## src/rtl/tp_pkg.sv

```systemverilog
package tp_pkg;
  typedef enum logic [1:0] {
    OP_READ  = 2'd0,
    OP_PROG  = 2'd1,
    OP_ERASE = 2'd2,
    OP_RSVD  = 2'd3
  } op_e;
endpackage

```

## src/rtl/tp_pair_rules.sv

```systemverilog
// Eligibility of two adjacent commands for one two-plane operation.
module tp_pair_rules #(
  parameter int DIE_W  = 2,
  parameter int BLK_W  = 11,
  parameter int PAGE_W = 7
) (
  input  tp_pkg::op_e        a_op,
  input  logic [DIE_W-1:0]   a_die,
  input  logic [BLK_W-1:0]   a_blk,
  input  logic [PAGE_W-1:0]  a_page,
  input  tp_pkg::op_e        b_op,
  input  logic [DIE_W-1:0]   b_die,
  input  logic [BLK_W-1:0]   b_blk,
  input  logic [PAGE_W-1:0]  b_page,
  output logic               mergeable
);
  logic same_op, same_die, same_page, other_plane;

  always_comb begin
    same_op     = (a_op == b_op);
    same_die    = (a_die == b_die);
    same_page   = (a_page == b_page);
    other_plane = (a_blk[0] != b_blk[0]);
    mergeable   = same_op && same_die && same_page && other_plane;
  end
endmodule

```

## src/rtl/tp_pair_order.sv

```systemverilog
// Puts the even-plane command in slot 0 and the odd-plane one in slot 1.
module tp_pair_order #(
  parameter int BLK_W = 11,
  parameter int TAG_W = 4
) (
  input  logic [BLK_W-1:0] a_blk,
  input  logic [TAG_W-1:0] a_tag,
  input  logic [BLK_W-1:0] b_blk,
  input  logic [TAG_W-1:0] b_tag,
  output logic [BLK_W-1:0] s0_blk,
  output logic [TAG_W-1:0] s0_tag,
  output logic [BLK_W-1:0] s1_blk,
  output logic [TAG_W-1:0] s1_tag
);
  always_comb begin
    if (a_blk[0]) begin
      s0_blk = b_blk;
      s0_tag = b_tag;
      s1_blk = a_blk;
      s1_tag = a_tag;
    end else begin
      s0_blk = a_blk;
      s0_tag = a_tag;
      s1_blk = b_blk;
      s1_tag = b_tag;
    end
  end
endmodule

```

## src/rtl/tp_hold_timer.sv

```systemverilog
// Counts cycles a command has spent in the hold register; saturates at the limit.
module tp_hold_timer #(
  parameter int HOLD_WAIT = 4
) (
  input  logic clk,
  input  logic rst_n,
  input  logic load,
  input  logic tick,
  output logic expired
);
  localparam int WAIT_W = $clog2(HOLD_WAIT + 1) + 1;
  localparam logic [WAIT_W-1:0] LIMIT = WAIT_W'(HOLD_WAIT);

  logic [WAIT_W-1:0] cnt;

  always_ff @(posedge clk or negedge rst_n) begin
    if (!rst_n) begin
      cnt <= '0;
    end else if (load) begin
      cnt <= '0;
    end else if (tick && (cnt != LIMIT)) begin
      cnt <= cnt + 1'b1;
    end
  end

  assign expired = (cnt == LIMIT);
endmodule

```

## src/rtl/twoplane_pair.sv

```systemverilog
module twoplane_pair #(
  parameter int DIE_W     = 2,
  parameter int BLK_W     = 11,
  parameter int PAGE_W    = 7,
  parameter int TAG_W     = 4,
  parameter int HOLD_WAIT = 4
) (
  input  logic              clk,
  input  logic              rst_n,
  input  logic              in_valid,
  output logic              in_ready,
  input  logic [1:0]        in_op,
  input  logic [DIE_W-1:0]  in_die,
  input  logic [BLK_W-1:0]  in_blk,
  input  logic [PAGE_W-1:0] in_page,
  input  logic [TAG_W-1:0]  in_tag,
  output logic              out_valid,
  input  logic              out_ready,
  output logic              out_dual,
  output logic [1:0]        out_op,
  output logic [DIE_W-1:0]  out_die,
  output logic [PAGE_W-1:0] out_page,
  output logic [BLK_W-1:0]  out_blk0,
  output logic [TAG_W-1:0]  out_tag0,
  output logic [BLK_W-1:0]  out_blk1,
  output logic [TAG_W-1:0]  out_tag1
);
  import tp_pkg::*;

  // hold register
  logic              hold_valid;
  op_e               hold_op;
  logic [DIE_W-1:0]  hold_die;
  logic [BLK_W-1:0]  hold_blk;
  logic [PAGE_W-1:0] hold_page;
  logic [TAG_W-1:0]  hold_tag;

  op_e               new_op;
  logic              mergeable, expired;
  logic              out_free, do_pair, do_swap, do_flush, emit, load_in;
  logic [BLK_W-1:0]  s0_blk, s1_blk;
  logic [TAG_W-1:0]  s0_tag, s1_tag;

  assign new_op = op_e'(in_op);

  tp_pair_rules #(.DIE_W(DIE_W), .BLK_W(BLK_W), .PAGE_W(PAGE_W)) u_rules (
    .a_op(hold_op), .a_die(hold_die), .a_blk(hold_blk), .a_page(hold_page),
    .b_op(new_op),  .b_die(in_die),   .b_blk(in_blk),   .b_page(in_page),
    .mergeable(mergeable)
  );

  tp_pair_order #(.BLK_W(BLK_W), .TAG_W(TAG_W)) u_order (
    .a_blk(hold_blk), .a_tag(hold_tag), .b_blk(in_blk), .b_tag(in_tag),
    .s0_blk(s0_blk), .s0_tag(s0_tag), .s1_blk(s1_blk), .s1_tag(s1_tag)
  );

  always_comb begin
    out_free = !out_valid || out_ready;
    do_pair  = hold_valid && in_valid && mergeable && out_free;
    do_swap  = hold_valid && in_valid && !mergeable && out_free;
    do_flush = hold_valid && !in_valid && expired && out_free;
    emit     = do_pair || do_swap || do_flush;
    in_ready = !hold_valid || out_free;
    load_in  = in_valid && in_ready && !do_pair;
  end

  tp_hold_timer #(.HOLD_WAIT(HOLD_WAIT)) u_timer (
    .clk(clk), .rst_n(rst_n),
    .load(load_in), .tick(hold_valid && !emit),
    .expired(expired)
  );

  always_ff @(posedge clk or negedge rst_n) begin
    if (!rst_n) begin
      hold_valid <= 1'b0;
      hold_op    <= OP_READ;
      hold_die   <= '0;
      hold_blk   <= '0;
      hold_page  <= '0;
      hold_tag   <= '0;
    end else if (load_in) begin
      hold_valid <= 1'b1;
      hold_op    <= new_op;
      hold_die   <= in_die;
      hold_blk   <= in_blk;
      hold_page  <= in_page;
      hold_tag   <= in_tag;
    end else if (emit) begin
      hold_valid <= 1'b0;
    end
  end

  // registered output stage
  always_ff @(posedge clk or negedge rst_n) begin
    if (!rst_n) begin
      out_valid <= 1'b0;
      out_dual  <= 1'b0;
      out_op    <= '0;
      out_die   <= '0;
      out_page  <= '0;
      out_blk0  <= '0;
      out_tag0  <= '0;
      out_blk1  <= '0;
      out_tag1  <= '0;
    end else if (emit) begin
      out_valid <= 1'b1;
      out_dual  <= do_pair;
      out_op    <= hold_op;
      out_die   <= hold_die;
      out_page  <= hold_page;
      if (do_pair) begin
        out_blk0 <= s0_blk;
        out_tag0 <= s0_tag;
        out_blk1 <= s1_blk;
        out_tag1 <= s1_tag;
      end else begin
        out_blk0 <= hold_blk;
        out_tag0 <= hold_tag;
        out_blk1 <= '0;
        out_tag1 <= '0;
      end
    end else if (out_ready) begin
      out_valid <= 1'b0;
    end
  end
endmodule

```

## config.mk

```make
export PLATFORM = sky130hd
export DESIGN_NAME = twoplane_pair
export DESIGN_NICKNAME = d
export VERILOG_FILES = /design/src/rtl/tp_pkg.sv /design/src/rtl/tp_pair_rules.sv /design/src/rtl/tp_pair_order.sv /design/src/rtl/tp_hold_timer.sv /design/src/rtl/twoplane_pair.sv
export SDC_FILE = /design/constraint.sdc
export NUM_CORES = 1
export LEC_CHECK = 0
export ABC_AREA = 0
export CAP_MARGIN = 10
export CORE_UTILIZATION = 40
export CTS_CLUSTER_DIAMETER = 200
export DETAILED_ROUTE_END_ITERATION = 8
export GPL_TIMING_DRIVEN = 1
export PLACE_DENSITY_LB_ADDON = 0.12
export SLEW_MARGIN = 20
export SYNTH_ARGS = -nofsm -noshare
export SYNTH_HDL_FRONTEND = slang
export SYNTH_SLANG_ARGS = --single-unit
```

## constraint.sdc

```tcl
create_clock -name clk -period 2.2 [get_ports clk]
set_input_delay 0.22 -clock clk [delete_from_list [all_inputs] [get_ports clk]]
set_output_delay 0.22 -clock clk [all_outputs]
set_load 0.05 [all_outputs]
```

# After elaboration in Yosys (flattened, before gate mapping)

Index checks and enable logic that the tools add are counted.

Output and inout bits: 44
Flip-flop bits (word level): 74
Bits of input ports: 30

Muxes and demuxes: 14
Reduce and logical (&&, ||, !) cells: 28
Equality and inequality tests: 6
$add $sub $neg: 1

Operators by type and width:

| kind                  | count |
|---|---|
| $mux W11              | 4 |
| $mux W4               | 6 |
| $logic_and A1 B1 Y1   | 15 |
| $eq A7 B7 Y1          | 1 |
| $logic_not A1 Y1      | 6 |
| $reduce_bool A2 Y1    | 3 |
| $add A4 B1 Y4 const B | 1 |
| $eq A2 B2 Y1          | 2 |
| $eq A4 B3 Y1 const B  | 1 |
| $logic_or A1 B1 Y1    | 4 |
| $mux W1               | 4 |
| $ne A4 B3 Y1 const B  | 1 |
| $ne A1 B1 Y1          | 1 |

# Logic depth before layout (Yosys ltp)

Word-level depth: 14
Gate-level depth with buffers: 9
Gate-level depth less buffers: 7

# Cells and area by module

A second synthesis with hierarchy kept.

Cell total of the unflattened synthesis: 246
Area, all modules: 3641.0 um^2

Modules (own cells, without submodules):

| module        | area an instance (um^2) | cells each | times used |
|---|---|---|---|
| twoplane_pair | 2806.4                  | 173        | 1 |
| tp_pair_order | 466.7                   | 33         | 1 |
| tp_hold_timer | 234.0                   | 24         | 1 |
| tp_pair_rules | 133.9                   | 16         | 1 |

# Least setup slack after synthesis

No wires, ideal clock.

Path kind: reg-to-reg
Start point: register out_valid
End point: register hold_blk[1]
Data required time: 2.075 ns
Stages on the path, launching flop included: 7
Path slack: -0.103 ns
Arrival time: 2.178 ns
Library setup time: 0.125 ns
Cells stage by stage: dfrtp_1 -> nor2b_1 -> nand2_1 -> nand2_1 -> a21oi_4 -> buf_6 -> mux2_4

Word-level cells in the longest chain between the ends: 5

Ends and longest elaborated chain:

| item                              | line                 | text |
|---|---|---|
| start: declaration                | twoplane_pair.sv:17  | `output logic out_valid,` |
| start signal: assignment          | twoplane_pair.sv:96  | `out_valid <= 1'b0;` |
| start signal: assignment          | twoplane_pair.sv:106 | `out_valid <= 1'b1;` |
| start signal: assignment          | twoplane_pair.sv:123 | `out_valid <= 1'b0;` |
| $logic_not A1 Y1                  | twoplane_pair.sv:58  | `out_free = !out_valid \|\| out_ready;` |
| $logic_or A1 B1 Y1                | twoplane_pair.sv:58  |  |
| $logic_or A1 B1 Y1                | twoplane_pair.sv:63  | `in_ready = !hold_valid \|\| out_free;` |
| net in_ready                      | twoplane_pair.sv:11  | `output logic in_ready,` |
| $logic_and A1 B1 Y1 (2 in series) | twoplane_pair.sv:64  | `load_in = in_valid && in_ready && !do_pair;` |
| end signal: assignment            | twoplane_pair.sv:85  | `hold_blk <= in_blk;` |
| end: declaration                  | twoplane_pair.sv:34  | `logic [BLK_W-1:0] hold_blk;` |

The timed path passes the listed nets, and every way through them passes these cells.
A chain may end at the register's enable or synchronous reset.

# Worst setup path in the final report

Start point: input in_blk[0]
End point: register hold_page[4]

Word-level cells in the longest chain between the ends: 6

Ends and longest elaborated chain:

| item                              | line                | text |
|---|---|---|
| start: declaration                | twoplane_pair.sv:14 | `input logic [BLK_W-1:0] in_blk,` |
| $ne A1 B1 Y1                      | tp_pair_rules.sv:23 | `other_plane = (a_blk[0] != b_blk[0]);` |
| $logic_and A1 B1 Y1               | tp_pair_rules.sv:24 | `mergeable = same_op && same_die && same_page && other_plane;` |
| $logic_and A1 B1 Y1 (2 in series) | twoplane_pair.sv:59 | `do_pair = hold_valid && in_valid && mergeable && out_free;` |
| $logic_not A1 Y1                  | twoplane_pair.sv:64 |  |
| $logic_and A1 B1 Y1               | twoplane_pair.sv:64 |  |
| end signal: assignment            | twoplane_pair.sv:86 | `hold_page <= in_page;` |
| end: declaration                  | twoplane_pair.sv:35 | `logic [PAGE_W-1:0] hold_page;` |

No other way between the ends.

==> results.py <==
metrics = {
    "status": {
        "status": "finished, final reports clean",
    },
    "yosys": {
        "synthTopCellsByArea": "dfrtp_1 (53%), nand2_1 (6.9%), mux2i_1 (5.2%), mux2_4 (5.2%), a221o_1 (4.0%)",
        "ys_warn_count": 0,
        "ys_seq_area_share_pct": 53.3,
        "synthesis.area_um2": 3470,
        "synth_top_area_share_pct": 53.3,
        "synth.distinct_cells": 35,
        "synthCells": 312,
        "synth_nets": 346,
        "synth_top_cell_by_area": "dfrtp_1",
        "ys_ff_latch": 74,
        "avgSynthCellArea_um2": 11.1,
    },
    "floorplan": {
        "rows": 33,
        "die-area_um2": 9060,
        "die-width_um": 95.2,
        "start_util_pct": 41.9,
        "core-area_um2": 8300,
        "die_h_um": 95.2,
        "io_pins": 74,
    },
    "route": {
        "drtIter0Drc": 155,
        "routedWlPerCell_um": 15.8,
        "drtAntennaViolNets": 0,
        "routed_wl_um": 8220,
        "drc_errors": 0,
        "firstDrtPassIters": 4,
        "vias": 2664,
        "viasPerCell": 5.12,
    },
    "sta": {
        "tightestPinTransition_ns": 0.580,
        "fin_crit_ns": 2.07,
        "rsz0062_at_grt": "no",
        "slew_viol_final": 0,
        "slew_headroom_pct": 61.2,
        "fmax_mhz": 483,
        "hold_violations": 0,
        "setup_violations": 0,
        "fin_skew_ns": 0.0104,
        "post-route-period-util_pct": 94.2,
        "fin_hold_ws_ns": 0.393,
    },
    "worst_setup_path": {
        "worstPathArrival_ns": 2.30,
        "slowest_stage": "clkdlybuf4s50_1",
        "cp_cell_sequence": "clkdlybuf4s50_1, inv_1, ha_1, nand2_1, a2111oi_4, and4_4, buf_4, a21oi_2, mux2_4",
        "path_class": "primary input to flip-flop",
        "crit_required_ns": 2.43,
        "crit_path_end_kind": "flip-flop",
        "cp_max_fo": 6,
        "r2r_end": "out_blk1[10]",
        "r2r_cells": 7,
        "r2r_start": "hold_op[0]",
        "cp-start-kind": "primary input",
        "ff2ff_setup_slack_ns": 0.13,
        "max_stage_delay_ns": 0.49,
    },
    "global_routing": {
        "grt_pass1_wl_um": 13200,
        "track_usage_pct": 19.5,
        "grt_max_degree": 42,
        "antenna_found_initial": 0,
        "grt_pass1_vias": 2648,
        "grt_overflow": 0,
    },
    "run": {
        "drv_cap": 0,
    },
    "placed_design": {
        "portBuffers": 73,
        "dp_hpwl_um": 5370,
        "place.gp.congestion": 0.724,
        "placed_area_um2": 4490,
    },
    "finish": {
        "synthToLayoutAreaGrowth_pct": 37.9,
        "nets": 445,
        "final_common_cell": "dfrtp_1",
        "fin_area_um2": 4790,
        "fillCellCount": 766,
        "drive_gt1_share_pct": 19.0,
        "diodes": 0,
        "final_cell_mix": "dfrtp_1 (74), clkdlybuf4s50_1 (71), nand2_1 (63)",
    },
    "power": {
        "p_leak_nw": 2.19,
        "vdd_drop_max_mv": 0.584,
        "pwr_density_cell_nw_per_um2": 1200,
    },
    "clocking": {
        "insertion_delay_ns": 0.34,
        "clk_pin_slew_worst_paths_ns": 0.08,
        "htree_num_levels": 3,
        "numCtsBuffers": 9,
        "clkSinkCount": 74,
        "cts_root_buf": "clkbuf_8",
        "cts_tree": "done",
        "clockBufferDepth": 2,
    },
    "min_path": {
        "hp-class": "primary input to asynchronous set/reset pin",
    },
}
## cell families (layout without fill, tap and decap cells)
| kind of cell | count (synthesis) | count (layout) | share of synthesized area, % |
|---|---|---|---|
| fa+ha+maj | 4 | 4 | 1.44 |
| xor+xnor | 11 | 11 | 2.77 |
| mux | 41 | 41 | 13.9 |
| simple gates | 98 | 98 | 12.7 |
| compound gates | 55 | 57 | 12.0 |
| buf+inv | 29 | 130 | 3.85 |
| flops | 74 | 74 | 53.3 |
## synth_stat cells
library cell,number
a21o_1,1
clkbuf_1,10
o211a_1,1
a31oi_1,15
nand4_1,2
and3b_1,1
nand2b_1,1
ha_1,4
nor2_1,6
mux2i_1,18
a222oi_1,1
nand2_1,64
buf_1,1
a2111oi_4,1
xor2_1,8
and3_1,1
dfrtp_1,74
nor2b_1,3
xnor2_1,3
buf_2,5
o211ai_1,1
buf_4,1
and4_1,1
a211oi_1,1
nand3_1,2
nor3_2,1
a221o_1,14
nor3_1,2
and2_1,14
buf_6,2
inv_1,10
o21ai_0,19
mux2_2,11
a21oi_4,1
mux2_4,12
## state kept, by name (all words and copies together), names as in the netlist
signal,cells
out_op,2
out_tag1,4
out_blk1,11
hold_blk,11
hold_op,2
out_die,2
hold_die,2
u_timer.cnt,4
hold_page,7
hold_tag,4
out_valid,1
out_dual,1
hold_valid,1
out_tag0,4
out_page,7
out_blk0,11
## stage by stage
step	utilization [%]	worst slack, ns	instances	TNS, ns	power, mW
floorplan	-	0.0178	312	0	3.55
global route	57.7	0.00156	520	0	6.03
global placement	54.1	-0.581	501	-22.17	4.41
finish	57.7	0.129	520	0	5.73
detailed placement	54.1	-0.618	501	-23.48	4.44
CTS	57.4	0.0136	518	0	5.78
## critical path: cells and delay by family
kind / cells / cell delay, ns
mux: 1 / 0.32
compound gates: 2 / 0.42
buf+inv: 3 / 0.70
fa+ha+maj: 1 / 0.27
simple gates: 2 / 0.38
## timing repair
item	CTS	global route
setup endpoints to repair	26	29
hold buffers	1	0
gates cloned	1	1
buffers inserted	0	1
gates resized for setup	3	4
endpoints found under the hold margin	39	0
pin swaps	1	3
## layout make-up
cell class / instances / area [um2] / share of cell area [%]
Inverter: 10 / 37.5 / 0.783
Tap cell: 105 / 131 / 2.74
Clock inverter: 4 / 98.8 / 2.06
Clock buffer: 11 / 151 / 3.16
Timing Repair Buffer: 105 / 997 / 20.8
Multi-Input combinational cell: 211 / 1520 / 31.8
Sequential cell: 74 / 1850 / 38.7
## worst max path at each step
stage,start,endpoint,slack [ns]
2_1_floorplan,out_valid,hold_blk[1],0.02
3_3_place_gp,in_blk[0],hold_tag[3],-0.58
3_5_place_dp,in_blk[0],hold_page[6],-0.62
4_1_cts,in_blk[0],out_blk1[9],0.01
5_1_grt,in_blk[0],out_tag1[1],0.002
6_report,in_blk[0],hold_page[4],0.13
## metal layers
layer  GRT usage (%)  vias up  routed length, um  part of all wire [%]
met3            3.67       12                343                   4.2
li1                -     1288                  -                     -
met5               0        -                  0                     0
met4            10.2        0                123                   1.5
met2            30.6       80               3750                    46
met1            25.6     1284               4000                    49
## where the power goes
group	switching, mW	internal, mW	total (mW)
clock	0.502	0.812	1.31
sequential	0.241	1.72	1.96
combinational	1.48	0.974	2.46
total	2.23	3.50	5.73
No activity file was read; power rests on OpenSTA's default activity.
